[src/rtl/ivl_wdt_pkg.sv]
package ivl_wdt_pkg;
  // Ticks are counted in a width that holds the longest period (512 ticks).
  localparam int TICK_W = 10;
  localparam int SEL_W  = 3;

  typedef logic [TICK_W-1:0] tick_t;
  typedef logic [SEL_W-1:0]  sel_t;

  // Control-to-datapath strobes.
  typedef struct packed {
    logic  restart;
    logic  timerEn;
    logic  wdEn;
    tick_t timerTerm;
    tick_t wdTerm;
  } strobe_t;

  // Timer period in base ticks; 0 means off.
  function automatic tick_t timerTicks(input sel_t sel);
    case (sel)
      3'd5:    return tick_t'(128);
      3'd6:    return tick_t'(256);
      3'd7:    return tick_t'(0);
      default: return tick_t'(1) << sel;
    endcase
  endfunction

  // Watchdog period in base ticks; 0 means off.
  function automatic tick_t wdTicks(input sel_t sel);
    case (sel)
      3'd0:    return tick_t'(0);
      3'd6:    return tick_t'(256);
      3'd7:    return tick_t'(512);
      default: return tick_t'(1) << sel;
    endcase
  endfunction
endpackage

[src/rtl/ivl_wdt_ctrl.sv]
module ivl_wdt_ctrl
  import ivl_wdt_pkg::*;
(
  input  logic    clk,
  input  logic    rstN,
  input  logic    cfgWe,
  input  sel_t    cfgSel,
  input  logic    cfgAuto,
  input  logic    cfgKick,
  input  logic    hostAccess,
  output sel_t    selQ,
  output logic    autoQ,
  output logic    kickQ,
  output strobe_t strb
);
  logic kickWr, selChg, autoHit;

  // Control word; the restart bit lives for one clock only.
  always_ff @(posedge clk or negedge rstN) begin
    if (!rstN) begin
      selQ  <= '0;
      autoQ <= 1'b0;
      kickQ <= 1'b0;
    end else begin
      kickQ <= cfgWe && cfgKick;
      if (cfgWe) begin
        selQ  <= cfgSel;
        autoQ <= cfgAuto;
      end
    end
  end

  always_comb begin
    kickWr         = cfgWe && cfgKick;
    selChg         = cfgWe && (cfgSel != selQ);
    autoHit        = autoQ && hostAccess;
    strb.restart   = kickWr || selChg || autoHit;
    strb.timerTerm = timerTicks(selQ);
    strb.wdTerm    = wdTicks(selQ);
    strb.timerEn   = (strb.timerTerm != '0);
    strb.wdEn      = (strb.wdTerm != '0);
  end

  // the restart readback drops one clock after it was set
  a_r7_kick_selfclear: assert property (@(posedge clk) disable iff (!rstN)
    (kickQ && !(cfgWe && cfgKick)) |=> !kickQ);
endmodule

[src/rtl/ivl_wdt_dp.sv]
module ivl_wdt_dp
  import ivl_wdt_pkg::*;
#(
  parameter int CLKS_PER_TICK = 156250  // must be at least 2
) (
  input  logic    clk,
  input  logic    rstN,
  input  strobe_t strb,
  output logic    timerIrq,
  output logic    wdReq
);
  localparam int    PRE_W    = (CLKS_PER_TICK > 2) ? $clog2(CLKS_PER_TICK) : 1;
  localparam logic [PRE_W-1:0] PRE_LAST = PRE_W'(CLKS_PER_TICK - 1);
  localparam tick_t ONE      = tick_t'(1);

  logic [PRE_W-1:0] preCnt;
  tick_t            tmrCnt, wdCnt;
  logic             tick, tmrHit, wdHit;

  assign tick   = (preCnt == PRE_LAST);
  assign tmrHit = tick && strb.timerEn && (tmrCnt == strb.timerTerm - ONE);
  assign wdHit  = tick && strb.wdEn && !wdReq && (wdCnt == strb.wdTerm - ONE);

  // Base tick prescaler; realigned on every restart.
  always_ff @(posedge clk or negedge rstN) begin
    if (!rstN)                preCnt <= '0;
    else if (strb.restart || tick) preCnt <= '0;
    else                      preCnt <= preCnt + 1'b1;
  end

  // Periodic timer with auto-reload.
  always_ff @(posedge clk or negedge rstN) begin
    if (!rstN) begin
      tmrCnt   <= '0;
      timerIrq <= 1'b0;
    end else if (strb.restart || !strb.timerEn) begin
      tmrCnt   <= '0;
      timerIrq <= 1'b0;
    end else begin
      timerIrq <= tmrHit;
      if (tick) tmrCnt <= tmrHit ? '0 : tmrCnt + ONE;
    end
  end

  // Watchdog with a sticky request.
  always_ff @(posedge clk or negedge rstN) begin
    if (!rstN) begin
      wdCnt <= '0;
      wdReq <= 1'b0;
    end else if (strb.restart || !strb.wdEn) begin
      wdCnt <= '0;
      wdReq <= 1'b0;
    end else if (wdHit) begin
      wdCnt <= '0;
      wdReq <= 1'b1;
    end else if (tick && !wdReq) begin
      wdCnt <= wdCnt + ONE;
    end
  end

  // a timer pulse lasts one clock
  a_r4_irq_single: assert property (@(posedge clk) disable iff (!rstN)
    timerIrq |=> !timerIrq);
  // the request holds until a restart
  a_r5_wd_sticky: assert property (@(posedge clk) disable iff (!rstN)
    (wdReq && !strb.restart) |=> wdReq);
  // a restart zeroes the counters and clears both outputs
  a_r6_restart_clears: assert property (@(posedge clk) disable iff (!rstN)
    strb.restart |=> (!wdReq && !timerIrq && tmrCnt == '0 && wdCnt == '0 && preCnt == '0));
  // a period that is off produces nothing
  a_r11_timer_off: assert property (@(posedge clk) disable iff (!rstN)
    !strb.timerEn |-> !timerIrq);
  a_r11_wd_off: assert property (@(posedge clk) disable iff (!rstN)
    !strb.wdEn |-> !wdReq);
endmodule

[src/rtl/ivl_wdt.sv]
module ivl_wdt
  import ivl_wdt_pkg::*;
#(
  parameter int CLKS_PER_TICK = 156250
) (
  input  logic       clk,
  input  logic       rstN,
  input  logic       cfgWe,
  input  logic [2:0] cfgSel,
  input  logic       cfgAuto,
  input  logic       cfgKick,
  input  logic       hostAccess,
  output logic [2:0] rdSel,
  output logic       rdAuto,
  output logic       rdKick,
  output logic       timerIrq,
  output logic       wdReq
);
  strobe_t strb;

  ivl_wdt_ctrl u_ctrl (
    .clk        (clk),
    .rstN       (rstN),
    .cfgWe      (cfgWe),
    .cfgSel     (cfgSel),
    .cfgAuto    (cfgAuto),
    .cfgKick    (cfgKick),
    .hostAccess (hostAccess),
    .selQ       (rdSel),
    .autoQ      (rdAuto),
    .kickQ      (rdKick),
    .strb       (strb)
  );

  ivl_wdt_dp #(.CLKS_PER_TICK(CLKS_PER_TICK)) u_dp (
    .clk      (clk),
    .rstN     (rstN),
    .strb     (strb),
    .timerIrq (timerIrq),
    .wdReq    (wdReq)
  );
endmodule

[config.mk]
export PLATFORM = sky130hd
export DESIGN_NAME = ivl_wdt
export DESIGN_NICKNAME = d
export VERILOG_FILES = /design/src/rtl/ivl_wdt_pkg.sv /design/src/rtl/ivl_wdt_ctrl.sv /design/src/rtl/ivl_wdt_dp.sv /design/src/rtl/ivl_wdt.sv
export SDC_FILE = /design/constraint.sdc
export NUM_CORES = 1
export LEC_CHECK = 0
export ABC_CLOCK_PERIOD_IN_PS = 3000
export BUFFER_PORTS_ARGS = -buffer_cell sky130_fd_sc_hd__buf_2
export CORE_MARGIN = 2
export CORE_UTILIZATION = 56
export DETAILED_ROUTE_END_ITERATION = 6
export GPL_TIMING_DRIVEN = 0
export MAX_ROUTING_LAYER = met4
export PLACE_DENSITY_LB_ADDON = 0.08
export REMOVE_ABC_BUFFERS = 1
export SLEW_MARGIN = 10
export SYNTH_ARGS = -nofsm -noshare
export SYNTH_HDL_FRONTEND = slang
export SYNTH_HIERARCHICAL = 1
export SYNTH_SLANG_ARGS = --single-unit
[constraint.sdc]
create_clock -name clk -period 3 [get_ports clk]
set_input_delay 0.45 -clock clk [delete_from_list [all_inputs] [get_ports clk]]
set_output_delay 0.45 -clock clk [all_outputs]
set_load 0.005 [all_outputs]
Yosys cells after proc, flatten, opt, wreduce, memory -nomap -nowiden
Index checks and enable logic that the tools add are counted.
- $add $sub $neg: 5
- eq/ne operators: 7
- shifts and indexed selects: 1
- muxes and demuxes: 12
- reductions and logical operators: 23
- operators with widths (kind ; count):
    two-way mux 10 bit ; 6
    one-hot mux 10 bit (3 select lines) ; 2
    adder 10 x 1 -> 10 bit (second input constant) ; 2
    == test 10 bit ; 2
    nonzero test 10 bit ; 2
    subtractor 10 x 1 -> 10 bit (second input constant) ; 2
    adder 18 x 1 -> 18 bit (second input constant) ; 1
    == test 18 bit (second input constant) ; 1
    two-way mux 18 bit ; 1
    << shifter 1 x 3 -> 10 bit (first input constant) ; 1
    == test 3 bit (second input constant) ; 3
    logical AND 1 bit ; 9
    logical OR 1 bit ; 5
    nonzero test 2 bit ; 2
    logical NOT 1 bit ; 3
    logical NOT 3 bit ; 1
    two-way mux 1 bit ; 3
    != test 3 bit ; 1
    nonzero test 3 bit ; 1
- register bits: 45
- output and inout port bits: 7
- logic and storage cells: 56

Logic depth before layout (Yosys ltp)
Gate-level depths: netlist (run 1).
- depth in word-level cells: 8
- gate-level depth with buffers: 10
- gate-level depth less buffers: 10

By module
The synthesis (run 1) kept the hierarchy.
- by module, submodules not included (module ; instances ; cells an instance ; area each (µm²) ; sequential area each (µm²)):
    ivl_wdt_dp ; 1 ; 315 ; 2757.6 ; 1001.0
    ivl_wdt_ctrl ; 1 ; 43 ; 429.2 ; 125.1

Worst setup path before layout (run 1)
Ideal clock, no wire load.
- kind: register to register
- from: reg u_ctrl.selQ[1]
- to: reg u_dp.wdCnt[0]
- arrival time: 2.796 ns
- data required time: 2.859 ns
- setup slack: 0.064 ns
- cell stages (with the launch flop): 11
- path buffers: 1
- clock period less this slack: 2.936 ns
- cell sequence: dfrtp_1 -> buf_4 -> nor3b_1 -> inv_1 -> ha_1 -> nand2b_1 -> or4_1 -> a21oi_1 -> o31ai_1 -> o41ai_4 -> nor2_1
- RTL lines (item ; line ; source):
    start: declaration ; ivl_wdt_ctrl.sv:11 ; output sel_t selQ,
    start signal: assignment ; ivl_wdt_ctrl.sv:27 ; selQ <= cfgSel;
    end signal: assignment ; ivl_wdt_dp.sv:57 ; wdCnt <= wdCnt + ONE;
    end: declaration ; ivl_wdt_dp.sv:17 ; tick_t tmrCnt, wdCnt;

==> results of run 1 <==
==> worst max-delay path, stage by stage (launching register included) <==
cell and delay (ns):
dfrtp_2 0.42, buf_4 0.17, or3_4 0.36, inv_4 0.09
inv_1 0.07, ha_4 0.19, or3b_4 0.41, a2111oi_4 0.28
a311oi_1 0.09, o31ai_2 0.15, nand3_1 0.19, o311a_1 0.32
==> per-layer routing <==
metal	track usage [%]	up-vias	part of all wire, %
met1	30.39	1216	49
met4	4.828	0	0.95
li1	-	1287	-
met3	4.072	6	2.8
met5	-	-	0
met2	36.13	42	47
==> cells in the final DEF, fill, tap and decap left out, types with 6 or more instances in the layout <==
cell     instances
a21oi_1          7
buf_2           15
buf_4           11
conb_1           6
dfrtp_1         42
inv_1            9
nand2_1         28
nand3_1         13
nand4_1         11
nor2_1          54
nor3_1           9
nor4_1           7
xnor2_1         36
xor2_1          25
==> path summary, 6_finish.rpt <==
check	start	endpoint	slack, ns	depth (start not counted)
worst max-delay path	u_ctrl/selQ[2]	u_dp/tmrCnt[0]	0.15	11
worst min-delay path	rstN	u_dp/wdCnt[3]	0.32	1
worst max register to register	u_ctrl/selQ[2]	u_dp/tmrCnt[0]	0.15	11
worst min register to register	u_dp/preCnt[0]	u_dp/preCnt[0]	0.49	1
max in group asynchronous	rstN	u_ctrl/selQ[2]	1.98	1
min in group clk	cfgKick	u_ctrl/kickQ	0.39	2
==> report_power, final <==
group / internal, mW / leakage (nW) / switching, mW
combinational: 0.131 / 0.763 / 0.183
sequential: 0.617 / 0.614 / 0.0149
clock: 0.165 / 0.0385 / 0.195
==> cells by family (layout without fill, tap and decap cells) <==
family / Yosys count / in the layout / synth area share [%]
compound gates: 40 / 40 / 10.29
xor+xnor: 62 / 62 / 17.04
fa+ha+maj: 6 / 6 / 2.356
buf+inv: 29 / 45 / 4.594
flops: 45 / 45 / 35.34
mux: 5 / 5 / 1.727
other cells: 1 / 6 / 0.1177
simple gates: 170 / 170 / 28.54
==> flip-flops by register name (all words and copies together) (netlist names) <==
register,count
u_dp/wdCnt,10
u_dp/preCnt,18
u_ctrl/kickQ,1
u_ctrl/autoQ,1
u_dp/tmrCnt,10
u_dp/timerIrq,1
u_dp/wdReq,1
u_ctrl/selQ,3
==> layout make-up <==
class | count | area share [%]
tap | 72 | 2.537
timing repair buffer | 27 | 4.581
sequential | 45 | 31.82
inverter | 10 | 1.128
clock inverter | 1 | 0.2114
multi-input combinational | 289 | 57.58
clock buffer | 7 | 2.149
==> stage by stage <==
step	setup slack (ns)	utilization (%)	instance area, um2
2_1_floorplan	0.08836	-	3097
5_1_grt	0.02976	64.49	3551
6_report	0.1488	64.49	3551
3_3_place_gp	-0.4706	59.24	3262
4_1_cts	0.005884	62.21	3426
3_5_place_dp	-0.4698	59.24	3262
==> repair_timing <==
action / CTS / global route
hold buffers: 0 / 0
pin swaps: 4 / 4
endpoints found under the setup margin: 22 / 21
gates resized for setup: 9 / 16
setup buffers: 8 / 4
cloned: 0 / 0
==> flow_summary_export.csv, run 1 <==
group,metric,value,unit
cells_and_area,area_growth,11.43,%
route,initialDrtViolationCount,150,
yosys,yosys-top-cells-area,"dfrtp_1 (35%), xnor2_1 (10%), xor2_1 (6.9%)",
pwr,power.density,367.8,nW/um2
place,dp_cells,431,
hold_path,hold_class,"in -> async",
pwr,peakVddDrop,233.6,uV
grt,grt_pass1_vias,2414,
yosys,ys.flop_type,"dfrtp_1",
floorplanning,start_util,57.87,%
critical_path,critPathMaxFanout,7,
timing,fmax,0.3507,GHz
route,drc,0,
floorplanning,coreArea,5507,um2
grt,grt_max_degree,46,
route,wl_per_cell,14.47,um
timing,clock_skew,0.006640,ns
yosys,synthCells,358,
timing,layout_min_cycle_time,2.851,ns
yosys,synth_edf_count,0,
cts,cts_tree,"yes",
floorplanning,io_pins,16,
critical_path,crit_arrival,3.03,ns
yosys,synth_commonest_cells,"nor2_1 (54), dfrtp_1 (45), xnor2_1 (37)",
cells_and_area,n_antenna_cell,0,
yosys,yosysWarnings,6,
cells_and_area,regArea,1130,um2
status,status,"complete, no violations",
timing,final-hold-violation-count,0,
grt,antenna_found_initial,0,
timing,rsz0062_at_grt,"false",
timing,holdWs,0.3177,ns
floorplanning,die_area,6310,um2
pwr,p_total,1.306,mW
cells_and_area,multi_input_area,2044,um2
cells_and_area,drive_gt1_share,18.73,%
timing,finalCritPeriodShare,95.04,%
critical_path,critical_path_class,"reg -> reg",
floorplanning,die_h,79.44,um
cts,cts_sinks,45,
route,vias,2551,
place,gp_congestion,0.8562,
cts,cts_buffer_depth,2,
route,drtAntennaViolNets,0,
timing,timing.slew.headroom,32.86,%
timing,setup_viol,0,
route,drt-total-wl,6525,um
floorplanning,rows,27,
floorplanning,dieWidth,79.44,um
yosys,seq_area_frac_synth,35.34,%
cts,clk_latency,0.29,ns
yosys,syn-cell-area,3187,um2
yosys,synth_top_cell_by_area,"dfrtp_1",
route,first_pass_iters,5,
cells_and_area,fillerInstances,460,
critical_path,start_kind,"register",
cts,cts_max_level,2,
cts,clockRootBuffer,"clkbuf_8",
grt,grt_pass1_wl,11050,um
cts,path_clk_slew,0.08,ns
yosys,synth_top_area_share,35.34,%
cts,numCtsBuffers,5,
timing,final_max_slew_viol_count,0,
grt,grt-ovfl-total,0,
yosys,async_flop_share,100.0,%
grt,groute.usage.overall,22.63,%
route,viasPerCell,5.656,
pwr,power_leakage,1.416,nW
critical_path,cp.required,3.18,ns
critical_path,crit_path_end_kind,"register",
place,numPortBuffers,15,
yosys,yosysMostFrequentCell,"nor2_1",
yosys,yosys.cell_types.count,58,
timing,tightest_slew,1.007,ns
timing,tns,0,ns
yosys,ys_seq_elements,45,
cells_and_area,fin_nets,393,
flow_run,maxCapViolCount,0,
yosys,synth.avg_cell_area,8.902,um2
place,dp_hpwl,4434,um
cells_and_area,stdcell_count,451,
No activity file was read; power rests on OpenSTA's default activity.
==> run 2: changes to the inputs <==
--- a/config.mk
+++ b/config.mk
@@ -5,10 +5,11 @@
 export SDC_FILE = /design/constraint.sdc
 export NUM_CORES = 1
 export LEC_CHECK = 0
-export ABC_CLOCK_PERIOD_IN_PS = 3000
+export ABC_CLOCK_PERIOD_IN_PS = 3550
 export BUFFER_PORTS_ARGS = -buffer_cell sky130_fd_sc_hd__buf_2
+export CORE_ASPECT_RATIO = 0.8
 export CORE_MARGIN = 2
-export CORE_UTILIZATION = 56
+export CORE_UTILIZATION = 60
 export DETAILED_ROUTE_END_ITERATION = 6
 export GPL_TIMING_DRIVEN = 0
 export MAX_ROUTING_LAYER = met4
==> constraint.sdc (replaced) <==
create_clock -name clk -period 3.55 [get_ports clk]
set_input_delay 0.5325 -clock clk [delete_from_list [all_inputs] [get_ports clk]]
set_output_delay 0.5325 -clock clk [all_outputs]
set_load 0.005 [all_outputs]
==> flow_summary_export.csv, run 2 (synthesis gave the netlist of run 1 again) <==
group,metric,value,unit
timing,tightest_slew,0.9967,ns
timing,finalCritPeriodShare,91.69,%
place,gp_congestion,0.8765,
pwr,power_leakage,1.347,nW
cells_and_area,area_growth,5.771,%
critical_path,crit_cells,7,
route,first_pass_iters,4,
timing,tns,0,ns
critical_path,cp_top_family,"simple AND/OR/NAND/NOR gates",
cells_and_area,most-common-layout-cells,"nor2_1 (54), dfrtp_1 (45), xnor2_1 (37)",
floorplanning,rows,23,
pwr,power.density,340.5,nW/um2
floorplanning,coreArea,5065,um2
critical_path,cp.buffers_inverters,0,
timing,timing.slew.headroom,33.56,%
cts,numCtsBuffers,5,
cells_and_area,top_register,"u_dp/preCnt",
grt,groute.usage.overall,23.07,%
floorplanning,die_h,69.19,um
cts,clockRootBuffer,"clkbuf_8",
critical_path,r2r_cells,7,
grt,grt_max_degree,46,
cts,path_clk_slew,0.08,ns
grt,grt.busiest_layer,"met2",
route,drc,0,
flow_run,maxCapViolCount,0,
cells_and_area,largest_register_ffs,18,
cts,cts_sinks,45,
grt,antenna_found_initial,0,
timing,fmax,0.3072,GHz
cells_and_area,layout_commonest_cell,"nor2_1",
critical_path,start_kind,"register",
critical_path,crit_path_end_kind,"register",
critical_path,critPathMaxFanout,17,
route,initialDrtViolationCount,154,
cts,cts_max_level,2,
critical_path,cp-startpoint,"u_ctrl/selQ[2]",
grt,grt-ovfl-total,0,
cts,clk_latency,0.29,ns
grt,grt_pass1_wl,10830,um
grt,met2_usage,34.46,%
floorplanning,dieWidth,85.48,um
timing,setup_viol,0,
critical_path,crit_arrival,3.43,ns
place,dp_hpwl,4547,um
floorplanning,start_util,62.92,%
grt,grt_pass1_vias,2309,
place,numPortBuffers,15,
cells_and_area,reg.largest.list,"u_dp/preCnt: 18 flops, u_dp/tmrCnt: 10 flops, u_dp/wdCnt: 10 flops",
cells_and_area,fin_nets,381,
cells_and_area,drive_gt1_share,13.08,%
route,viasPerCell,5.944,
grt,met3_usage,3.571,%
route,vias,2550,
grt,grt_use_met1,33.74,%
cells_and_area,n_antenna_cell,0,
critical_path,r2r-start,"u_ctrl/selQ[2]",
critical_path,max_stage_delay,0.66,ns
timing,clock_skew,0.006590,ns
pwr,peakVddDrop,281.5,uV
status,status,"complete, no violations",
timing,final_max_slew_viol_count,0,
floorplanning,io_pins,16,
timing,final-hold-violation-count,0,
critical_path,cp.required,3.73,ns
timing,holdWs,0.4039,ns
timing,layout_min_cycle_time,3.255,ns
critical_path,critical_path_class,"reg -> reg",
route,wl_per_cell,14.61,um
critical_path,cp_slowest_cell,"or4_2",
cts,cts_buffer_depth,2,
cts,cts_tree,"yes",
critical_path,cp_cell_sequence,"nor2_1 -> or4_4 -> or4_2 -> xnor2_1 -> nor4_1 -> a41o_2 -> nor2_1",
critical_path,cp_common_cell,"nor2_1",
route,drt-total-wl,6268,um
hold_path,hold_class,"in -> async",
timing,rsz0062_at_grt,"false",
route,drtAntennaViolNets,0,
pwr,p_total,1.148,mW
floorplanning,die_area,5914,um2
run 2: area by class of cell:
cell class / count / area [um2]
Multi-Input combinational cell: 289 / 1938
Fill cell: 421 / 1694
Sequential cell: 45 / 1126
Clock buffer: 7 / 86.33
Tap cell: 62 / 77.57
Timing Repair Buffer: 15 / 75.07
Inverter: 10 / 37.54
Clock inverter: 1 / 30.03
run 2: what timing repair did:
action                     4_1_cts  5_1_grt
resized for setup                0        1
setup endpoints to repair        0       10
hold buffers                     0        0
setup buffers                    0        0
run 2: path summary, 6_finish.rpt:
path / end / slack (ns)
min in group clk: u_ctrl/kickQ / 0.48
setup reg to reg: u_dp/tmrCnt[5] / 0.29
setup / recovery: u_dp/tmrCnt[5] / 0.29
hold / removal: u_dp/wdCnt[4] / 0.40
max in group asynchronous: u_dp/preCnt[14] / 2.53
hold reg to reg: u_dp/preCnt[0] / 0.50
run 2: report_power, final:
part           internal [mW]  switching (mW)  total, mW
clock network          0.230           0.163      0.393
logic                 0.0852           0.130      0.215
registers              0.521          0.0194      0.540
run 2: metrics by stage:
stage | setup slack, ns | cells | utilization [%] | area (um2)
6_report | 0.2949 | 429 | 66.55 | 3371
5_1_grt | 0.02593 | 429 | 66.55 | 3371
4_1_cts | 0.04803 | 429 | 66.45 | 3366
3_5_place_dp | 0.06296 | 421 | 64.16 | 3249
3_3_place_gp | 0.1664 | 421 | 64.16 | 3249
2_1_floorplan | 0.6384 | 344 | - | 3097
run 2: per-layer routing:
| layer | up-vias | share of wire [%] |
|---|---|---|
| met5 | - | 0 |
| met2 | 48 | 45 |
| li1 | 1267 | - |
| met1 | 1231 | 51 |
| met3 | 4 | 3.0 |
| met4 | 0 | 0.49 |
